### config.mk
export PLATFORM = sky130hd
export DESIGN_NAME = err_event_router
export DESIGN_NICKNAME = d
export VERILOG_FILES = /design/src/rtl/err_route_pkg.sv /design/src/rtl/err_status_bank.sv /design/src/rtl/err_req_route.sv /design/src/rtl/err_msg_queue.sv /design/src/rtl/err_event_router.sv
export SDC_FILE = /design/constraint.sdc
export NUM_CORES = 1
export LEC_CHECK = 0
export ABC_AREA = 1
export BUFFER_PORTS_ARGS = -buffer_cell sky130_fd_sc_hd__buf_2
export CORE_UTILIZATION = 45
export DETAILED_ROUTE_END_ITERATION = 8
export PLACE_DENSITY = 0.66
export REMOVE_ABC_BUFFERS = 1
export SYNTH_ARGS = -nofsm -noshare
export SYNTH_HDL_FRONTEND = slang
export SYNTH_SLANG_ARGS = --single-unit
### constraint.sdc
create_clock -name clk -period 1.8 [get_ports clk]
set_input_delay 0.36 -clock clk [delete_from_list [all_inputs] [get_ports clk]]
set_output_delay 0.36 -clock clk [all_outputs]
set_load 0.03 [all_outputs]
### src/rtl/err_route_pkg.sv
package err_route_pkg;

   // message kind codes, in issue priority order
   localparam int unsigned KIND_SERR = 0;
   localparam int unsigned KIND_SMI  = 1;
   localparam int unsigned KIND_SCI  = 2;

   // source bit positions, in issue priority order within one kind
   localparam int unsigned SRC_ECC_MULTI  = 0;
   localparam int unsigned SRC_ECC_SINGLE = 1;
   localparam int unsigned SRC_THROTTLE   = 2;
   localparam int unsigned SRC_THERMAL    = 3;

   localparam int unsigned DEF_NUM_SRC  = 4;
   localparam int unsigned DEF_NUM_KIND = 3;

   // legal routing bits, one nibble per kind, kind 0 in the low nibble
   localparam logic [DEF_NUM_KIND*DEF_NUM_SRC-1:0] DEF_ROUTE_MASK = 12'b1011_1011_0111;

   // sources that may raise only one message per event
   localparam logic [DEF_NUM_SRC-1:0] DEF_SINGLE_MASK = 4'b1000;

endpackage

### src/rtl/err_status_bank.sv
module err_status_bank #(
   parameter int unsigned NUM_SRC  = 4,
   parameter int unsigned NUM_KIND = 3,
   parameter int unsigned ADDR_W   = 2,
   parameter logic [NUM_KIND*NUM_SRC-1:0] ROUTE_MASK = '1
) (
   input  logic                         clk,
   input  logic                         rst_n,
   input  logic [NUM_SRC-1:0]           evt,
   input  logic                         wr,
   input  logic [ADDR_W-1:0]            addr,
   input  logic [NUM_SRC-1:0]           wdata,
   output logic [NUM_SRC-1:0]           flags,
   output logic [NUM_SRC-1:0]           rise,
   output logic [NUM_KIND*NUM_SRC-1:0]  kind_en,
   output logic [NUM_SRC-1:0]           rdata
);

   logic [NUM_SRC-1:0] flags_q;
   logic [NUM_SRC-1:0] clr_bits;

   assign clr_bits = (wr && addr == '0) ? wdata : '0;

   // sticky flags: a new event outranks a clear in the same cycle
   always_ff @(posedge clk or negedge rst_n) begin
      if (!rst_n) flags_q <= '0;
      else        flags_q <= (flags_q & ~clr_bits) | evt;
   end

   assign flags = flags_q;
   assign rise  = evt & ~flags_q;

   for (genvar k = 0; k < NUM_KIND; k++) begin : g_kind
      localparam logic [NUM_SRC-1:0] LEGAL = ROUTE_MASK[k*NUM_SRC +: NUM_SRC];
      logic [NUM_SRC-1:0] en_r;
      always_ff @(posedge clk or negedge rst_n) begin
         if (!rst_n)                            en_r <= '0;
         else if (wr && int'(addr) == k + 1)    en_r <= wdata & LEGAL;
      end
      assign kind_en[k*NUM_SRC +: NUM_SRC] = en_r;
   end

   always_comb begin
      rdata = '0;
      if (addr == '0) rdata = flags_q;
      for (int k = 0; k < int'(NUM_KIND); k++) begin
         if (int'(addr) == k + 1) rdata = kind_en[k*NUM_SRC +: NUM_SRC];
      end
   end

endmodule

### src/rtl/err_req_route.sv
module err_req_route #(
   parameter int unsigned NUM_SRC  = 4,
   parameter int unsigned NUM_KIND = 3,
   parameter logic [NUM_SRC-1:0] SINGLE_MSG_MASK = '0
) (
   input  logic [NUM_SRC-1:0]           rise,
   input  logic [NUM_KIND*NUM_SRC-1:0]  kind_en,
   output logic [NUM_KIND*NUM_SRC-1:0]  new_req
);

   for (genvar s = 0; s < NUM_SRC; s++) begin : g_src
      logic [NUM_KIND-1:0] hit;
      logic [NUM_KIND-1:0] col;

      for (genvar k = 0; k < NUM_KIND; k++) begin : g_hit
         assign hit[k] = rise[s] & kind_en[k*NUM_SRC + s];
      end

      if (SINGLE_MSG_MASK[s]) begin : g_single
         // only the first enabled kind in priority order takes the event
         always_comb begin
            logic taken;
            taken = 1'b0;
            col   = '0;
            for (int k = 0; k < int'(NUM_KIND); k++) begin
               col[k] = hit[k] & ~taken;
               taken  = taken | hit[k];
            end
         end
      end else begin : g_fanout
         assign col = hit;
      end

      for (genvar k = 0; k < NUM_KIND; k++) begin : g_out
         assign new_req[k*NUM_SRC + s] = col[k];
      end
   end

endmodule

### src/rtl/err_msg_queue.sv
module err_msg_queue #(
   parameter int unsigned NUM_SRC  = 4,
   parameter int unsigned NUM_KIND = 3,
   parameter int unsigned SRC_W    = 2,
   parameter int unsigned KIND_W   = 2
) (
   input  logic                         clk,
   input  logic                         rst_n,
   input  logic [NUM_KIND*NUM_SRC-1:0]  new_req,
   output logic                         req,
   output logic [KIND_W-1:0]            kind,
   output logic [SRC_W-1:0]             src
);

   localparam int unsigned SLOTS = NUM_KIND * NUM_SRC;
   localparam int unsigned IDX_W = (SLOTS > 1) ? $clog2(SLOTS) : 1;

   logic [SLOTS-1:0] pend_q;
   logic [SLOTS-1:0] grant;
   logic [IDX_W-1:0] sel;

   // lowest flat index wins: kind-major, then source order
   always_comb begin
      sel   = '0;
      grant = '0;
      for (int i = int'(SLOTS) - 1; i >= 0; i--) begin
         if (pend_q[i]) sel = IDX_W'(i);
      end
      if (|pend_q) grant[sel] = 1'b1;
   end

   always_ff @(posedge clk or negedge rst_n) begin
      if (!rst_n) pend_q <= '0;
      else        pend_q <= (pend_q & ~grant) | new_req;
   end

   assign req  = |pend_q;
   assign kind = KIND_W'(int'(sel) / int'(NUM_SRC));
   assign src  = SRC_W'(int'(sel) % int'(NUM_SRC));

endmodule

### src/rtl/err_event_router.sv
module err_event_router
   import err_route_pkg::*;
#(
   parameter int unsigned NUM_SRC  = DEF_NUM_SRC,
   parameter int unsigned NUM_KIND = DEF_NUM_KIND,
   parameter logic [NUM_KIND*NUM_SRC-1:0] ROUTE_MASK = DEF_ROUTE_MASK,
   parameter logic [NUM_SRC-1:0] SINGLE_MSG_MASK = DEF_SINGLE_MASK,
   localparam int unsigned SRC_W  = (NUM_SRC > 1) ? $clog2(NUM_SRC) : 1,
   localparam int unsigned KIND_W = (NUM_KIND > 1) ? $clog2(NUM_KIND) : 1,
   localparam int unsigned ADDR_W = $clog2(NUM_KIND + 1)
) (
   input  logic                 clk,
   input  logic                 rst_n,
   input  logic [NUM_SRC-1:0]   evt_i,
   input  logic                 cfg_wr_i,
   input  logic [ADDR_W-1:0]    cfg_addr_i,
   input  logic [NUM_SRC-1:0]   cfg_wdata_i,
   output logic [NUM_SRC-1:0]   cfg_rdata_o,
   output logic                 msg_req_o,
   output logic [KIND_W-1:0]    msg_kind_o,
   output logic [SRC_W-1:0]     msg_src_o
);

   if (NUM_SRC < 1) begin : g_chk_src
      $error("err_event_router: NUM_SRC must be at least 1");
   end
   if (NUM_KIND < 1) begin : g_chk_kind
      $error("err_event_router: NUM_KIND must be at least 1");
   end
   if (ROUTE_MASK == '0) begin : g_chk_route
      $error("err_event_router: ROUTE_MASK routes no source");
   end

   logic [NUM_SRC-1:0]           stat_flags;
   logic [NUM_SRC-1:0]           stat_rise;
   logic [NUM_KIND*NUM_SRC-1:0]  kind_en;
   logic [NUM_KIND*NUM_SRC-1:0]  new_req;

   err_status_bank #(
      .NUM_SRC(NUM_SRC), .NUM_KIND(NUM_KIND), .ADDR_W(ADDR_W), .ROUTE_MASK(ROUTE_MASK)
   ) i_bank (
      .clk(clk), .rst_n(rst_n), .evt(evt_i), .wr(cfg_wr_i), .addr(cfg_addr_i),
      .wdata(cfg_wdata_i), .flags(stat_flags), .rise(stat_rise),
      .kind_en(kind_en), .rdata(cfg_rdata_o)
   );

   err_req_route #(
      .NUM_SRC(NUM_SRC), .NUM_KIND(NUM_KIND), .SINGLE_MSG_MASK(SINGLE_MSG_MASK)
   ) i_route (
      .rise(stat_rise), .kind_en(kind_en), .new_req(new_req)
   );

   err_msg_queue #(
      .NUM_SRC(NUM_SRC), .NUM_KIND(NUM_KIND), .SRC_W(SRC_W), .KIND_W(KIND_W)
   ) i_queue (
      .clk(clk), .rst_n(rst_n), .new_req(new_req),
      .req(msg_req_o), .kind(msg_kind_o), .src(msg_src_o)
   );

endmodule

==> results of run 1 <==
worst max-delay path: cells and delay by family (launching register included):
kind	cells	cell delay, ps
simple gates	11	720
buf+inv	3	250
flops	1	400
kinds of logic (layout without fill, tap and decap cells):
family          after synthesis  count (layout)  synth area share
simple gates                 88              88            0.3327
buf+inv                      31              66           0.09126
compound gates               18              18           0.08538
flops                        25              25            0.4907
report_power, final:
part,switching [mW],internal (mW)
logic,0.870,0.630
clock network,0.154,0.0863
registers,0.0713,0.646
total,1.10,1.36
metal layers:
layer,vias up,share of wire,GRT usage
li1,586,-,-
met1,568,0.44,0.2374
met2,40,0.50,0.3632
met3,8,0.037,0.03279
met4,0,0.020,0.09643
met5,-,0,0
worst min-delay path by stage:
stage / endpoint / cells past startpoint
4_1_cts: i_bank.g_kind[0].en_r[0] / 1
3_5_place_dp: i_bank.g_kind[0].en_r[0] / 1
5_1_grt: i_bank.g_kind[0].en_r[1] / 1
6_report: i_bank.g_kind[0].en_r[0] / 1
2_1_floorplan: i_bank.flags[0] / 0
3_3_place_gp: i_bank.g_kind[0].en_r[0] / 1
cell type report:
type,instances,share of cell area
Clock buffer,4,0.01684
Inverter,30,0.07378
Multi-Input combinational cell,106,0.3544
Sequential cell,25,0.4010
Tap cell,30,0.02406
Timing Repair Buffer,32,0.1299
what timing repair did:
item                                    in CTS  in global routing
endpoints found under the setup margin       5                  5
gates cloned                                 0                  0
setup buffers                                6                  3
resized for setup                            9                  3
hold endpoints to repair                     0                  0
pin swaps                                    5                  2
flip-flops by register name (all words and copies together), names as in the netlist:
| signal | count |
|---|---|
| i_queue.pend_q | 12 |
| i_bank.g_kind.en_r | 9 |
| i_bank.flags | 4 |
cell usage in the layout (no fill, tap or decap):
| cell type | n |
|---|---|
| clkbuf_4 | 3 |
| or2_1 | 1 |
| o21ai_2 | 1 |
| nor2_2 | 2 |
| o21ai_0 | 11 |
| buf_4 | 12 |
| a31oi_1 | 1 |
| o21bai_1 | 3 |
| inv_1 | 26 |
| nand3_1 | 26 |
| clkbuf_1 | 1 |
| nand4_1 | 4 |
| inv_2 | 3 |
| o32ai_1 | 1 |
| inv_4 | 1 |
| buf_2 | 18 |
| nor3_2 | 1 |
| and3_1 | 1 |
| buf_6 | 2 |
| nand2_2 | 3 |
| nand2_1 | 40 |
| dfrtp_1 | 25 |
| o31ai_1 | 1 |
| nor2_1 | 5 |
| nor3_4 | 2 |
| nand2_4 | 3 |
through the flow:
step / util / setup TNS, ps / setup WS [ps]
6_report: 0.6077 / -763.9 / -240.6
5_1_grt: 0.6077 / -1486 / -357.6
4_1_cts: 0.5950 / -556.3 / -181.1
3_3_place_gp: 0.5565 / 0 / 203.6
2_1_floorplan: - / 0 / 230.9
3_5_place_dp: 0.5565 / 0 / 56.64
==> flow_metrics.env, run 1 <==
export IMPL_synthCells=162
export IMPL_wl_um=2967
export IMPL_rsz0062_at_grt="true"
export IMPL_synthFlopType="dfrtp_1"
export IMPL_finalNetCount=211
export IMPL_cp_slowest_cell="dfrtp_1"
export IMPL_ys_top_cells_by_area="dfrtp_1 49%, nand2_1 12%, nand3_1 10%, inv_1 7.9%, o21ai_0 4.3%"
export IMPL_synth_most_common_cell="nand2_1"
export IMPL_fillers=251
export IMPL_path_clk_slew_ps=130
export IMPL_yosys_warnings=0
export IMPL_cts_tree="done"
export IMPL_crit_fanout=2
export IMPL_hold_ws_ps=13.73
export IMPL_cp_endpoint="msg_src_o[0]"
export IMPL_design_area_mm2=0.001560
export IMPL_placed_cell_area_mm2=0.001429
export IMPL_cts_root_buffer="clkbuf_4"
export IMPL_critPathKind="flop to output pin"
export IMPL_clock_fmax_mhz=490.1
export IMPL_drt_pass1_iterations=5
export IMPL_initial_utilization=0.4966
export IMPL_area_growth_syn_to_layout_pct=22.38
export IMPL_rrSetupSlack_ps=20
export IMPL_endpoint_kind="output pin"
export IMPL_syn_avg_cell_area_um2=7.870
export IMPL_cp_arrival_ps=1680
export IMPL_synth_top_area_share=0.4907
export IMPL_grt_max_degree=26
export IMPL_grt_pass1_wl_um=5064
export IMPL_drc=0
export IMPL_max_cap_viol_count=0
export IMPL_yosysUniqueCellTypes=20
export IMPL_cts_hold_buf=0
export IMPL_wl_per_cell_um=13.07
export IMPL_start_kind="flop"
export IMPL_diodes=0
export IMPL_synth_seq_area_share=0.4907
export IMPL_skew_ps=1.562
export IMPL_synth_edff_count=0
export IMPL_finalHoldViolations=0
export IMPL_ys_async_sr_fraction=1.000
export IMPL_vias_per_cell=5.295
export IMPL_vdd_drop_max_v=0.001370
export IMPL_setup_viol_count_final=5
export IMPL_fin_crit_sh=1.134
export IMPL_h_tree_depth=1
export IMPL_place_gp_congestion=0.9416
export IMPL_violations="setup timing"
export IMPL_cp_startpoint="i_queue.pend_q[10]"
export IMPL_max_slew_margin=0.6424
export IMPL_rr_endpoint="i_queue.pend_q[9]"
export IMPL_setup_ws_ps=-240.6
export IMPL_die_w_um=55.23
export IMPL_crit_path_frequent_cell="nand2_1"
export IMPL_row_count=18
export IMPL_max_stage_delay_ps=400
export IMPL_grt_overflow_total=0
export IMPL_placed_cells=214
export IMPL_status="finished, violations left"
export IMPL_crit_chain="inv_1 -> nand2_1 -> nand2_1 -> nand2_1 -> nand2_1 -> nand2_1 -> nand2_1 -> nand2_2 -> nand2_2 -> nand2_4 -> nand2_4 -> nand2_4 -> inv_2 -> buf_6"
export IMPL_tightest_slew_ps=536.3
export IMPL_ios=22
export IMPL_finalCriticalPeriod_ps=2041
export IMPL_place_port_buffers=21
export IMPL_vias=1202
export IMPL_synth_common_cells="42 x nand2_1, 27 x inv_1, 26 x nand3_1"
export IMPL_grtUsageTotal=0.2038
export IMPL_dieArea_mm2=0.003050
export IMPL_hp_class="input pin to async pin"
export IMPL_multi_input_area_um2=553.0
export IMPL_final_antenna_net_count=0
export IMPL_finalNonFillerCells=227
export IMPL_cts_inserted_buffers=3
export IMPL_first_iter_violations=53
export IMPL_cp_required_ps=1440
export IMPL_core_area_mm2=0.002567
export IMPL_slew_viol_final=0
export IMPL_clkLatencyLatePin_ps=300
export IMPL_cts_sinks=25
export IMPL_clockBufferDepth=2
export IMPL_netlist_area_mm2=0.001275
export IMPL_reg2regPathDepth=13
export IMPL_power_density_mw_per_mm2=1575
export IMPL_grt_pass1_vias=1219
export IMPL_dp_hpwl_um=2194
export IMPL_register_area_um2=625.6
export IMPL_dieHeight_um=55.23
export IMPL_ys_ff_latch=25
export IMPL_drive_gt1_frac=0.2589
export IMPL_antenna_found_initial=0
export IMPL_power_leakage_nw=0.8617
export IMPL_finalPower_mw=2.458
export IMPL_r2r_start="i_queue.pend_q[10]"
export IMPL_synth_top_cell_by_area="dfrtp_1"
Power figures use the tool's default switching activity.
==> run 2, diff against run 1 <==
==> constraint.sdc (replaced) <==
create_clock -name clk -period 1.8 [get_ports clk]
set_input_delay 0.09 -clock clk [delete_from_list [all_inputs] [get_ports clk]]
set_output_delay 0.09 -clock clk [all_outputs]
set_load 0.05 [all_outputs]
==> flow_metrics.env, run 2 (same netlist as run 1, synthesis figures left out) <==
export IMPL_row_count=18
export IMPL_dp_hpwl_um=2132
export IMPL_cts_inserted_buffers=3
export IMPL_grt_max_degree=26
export IMPL_placed_cell_area_mm2=0.001414
export IMPL_setup_viol_count_final=0
export IMPL_clkLatencyLatePin_ps=320
export IMPL_rrSetupSlack_ps=230
export IMPL_cp_arrival_ps=1650
export IMPL_max_cap_viol_count=0
export IMPL_wl_um=2857
export IMPL_clock_fmax_mhz=575.8
export IMPL_final_antenna_net_count=0
export IMPL_placed_cells=212
export IMPL_wl_per_cell_um=12.70
export IMPL_grt_overflow_total=0
export IMPL_cp_required_ps=1710
export IMPL_finalCriticalPeriod_ps=1737
export IMPL_cts_sinks=25
export IMPL_first_iter_violations=64
export IMPL_die_w_um=55.23
export IMPL_max_slew_margin=0.6384
export IMPL_drive_gt1_frac=0.2308
export IMPL_max_stage_delay_ps=420
export IMPL_crit_path_frequent_cell="nand2_1"
export IMPL_slew_viol_final=0
export IMPL_skew_ps=10.36
export IMPL_path_clk_slew_ps=120
export IMPL_finalNetCount=209
export IMPL_fin_crit_sh=0.9648
export IMPL_vias=1189
export IMPL_grt_pass1_wl_um=4919
export IMPL_dieArea_mm2=0.003050
export IMPL_initial_utilization=0.4966
export IMPL_cts_tree="done"
export IMPL_drc=0
export IMPL_area_growth_syn_to_layout_pct=22.38
export IMPL_dieHeight_um=55.23
export IMPL_design_area_mm2=0.001560
export IMPL_final_cell_mix="42 x nand2_1, 26 x inv_1, 26 x nand3_1"
export IMPL_status="finished clean"
export IMPL_fillers=244
export IMPL_tightest_slew_ps=542.4
export IMPL_antenna_found_initial=0
export IMPL_top_register="i_queue.pend_q"
export IMPL_cp_buffers_inverters=3
export IMPL_critPathKind="flop to output pin"
export IMPL_power_leakage_nw=0.8567
export IMPL_place_gp_congestion=0.9473
export IMPL_start_kind="flop"
export IMPL_finalNonFillerCells=225
export IMPL_drt_pass1_iterations=4
export IMPL_critPathTopFamily="simple AND/OR/NAND/NOR gates"
export IMPL_cts_root_buffer="clkbuf_4"
export IMPL_crit_fanout=4
export IMPL_vias_per_cell=5.284
export IMPL_core_area_mm2=0.002567
export IMPL_h_tree_depth=1
export IMPL_rsz0062_at_grt="true"
export IMPL_finalHoldViolations=0
export IMPL_grtUsageTotal=0.1988
export IMPL_final_core_util=0.6077
export IMPL_vdd_drop_max_v=0.001941
export IMPL_hold_ws_ps=12.53
export IMPL_power_density_mw_per_mm2=1593
export IMPL_clockBufferDepth=2
export IMPL_ios=22
export IMPL_cp_slowest_cell="dfrtp_1"
export IMPL_largest_reg_flops=12
export IMPL_grt_pass1_vias=1178
export IMPL_crit_chain="inv_1 -> nand2_1 -> nand2_1 -> nand2_1 -> nand2_1 -> nand2_1 -> nand2_1 -> nand2_1 -> nand2_1 -> nand2_2 -> nand2_4 -> nand2_4 -> inv_2 -> buf_8"
export IMPL_hp_class="input pin to flop"
export IMPL_diodes=0
export IMPL_place_port_buffers=21
export IMPL_final_common_cell="nand2_1"
export IMPL_endpoint_kind="output pin"
export IMPL_setup_tns_ps=0
run 2: power by group:
| part | switching, mW | total, mW | leakage (nW) | internal (mW) |
|---|---|---|---|---|
| clock network | 0.163 | 0.246 | 0.0177 | 0.0831 |
| logic | 0.980 | 1.53 | 0.526 | 0.547 |
| registers | 0.0662 | 0.712 | 0.313 | 0.646 |
| total | 1.21 | 2.49 | 0.857 | 1.28 |
run 2: cell type report:
type                            count  area (um2)  share of cell area
Clock inverter                      1       5.005            0.003208
Timing Repair Buffer               30       209.0              0.1339
Sequential cell                    25       625.6              0.4010
Inverter                           30       112.6             0.07217
Tap cell                           30       37.54             0.02406
Clock buffer                        3       22.52             0.01443
Multi-Input combinational cell    106       548.0              0.3512
run 2: worst paths after layout:
kind,start,to,cells after the start
setup / recovery,i_queue.pend_q[10],msg_src_o[0],14
hold / removal,evt_i[3],i_bank.flags[3],2
min in group asynchronous,rst_n,i_bank.g_kind[0].en_r[0],2
max in group asynchronous,rst_n,i_bank.flags[3],2
setup reg to reg,i_queue.pend_q[1],i_queue.pend_q[9],9
hold reg to reg,i_queue.pend_q[4],i_queue.pend_q[4],2
run 2: per-layer routing:
metal  routed length (um)  vias up  track usage
met4                   20        0       0.1000
li1                     -      587            -
met3                  118        4      0.02108
met2                 1471       39       0.3287
met1                 1247      559       0.2593
met5                    0        -            0
run 2: per-stage QoR:
step / total power [mW] / setup WS, ps
floorplan: 1.668 / 132.2
global placement: 1.902 / 346.8
detailed placement: 1.932 / 288.5
CTS: 2.236 / 1.751
global route: 2.643 / -95.76
finish: 2.486 / 63.41
run 2: repair_timing:
action | CTS | global route
setup buffers | 0 | 6
resized for setup | 3 | 13
pin swaps | 0 | 2
endpoints found under the hold margin | 27 | 0
hold buffers | 3 | 0
gates cloned | 0 | 0
endpoints found under the setup margin | 1 | 4
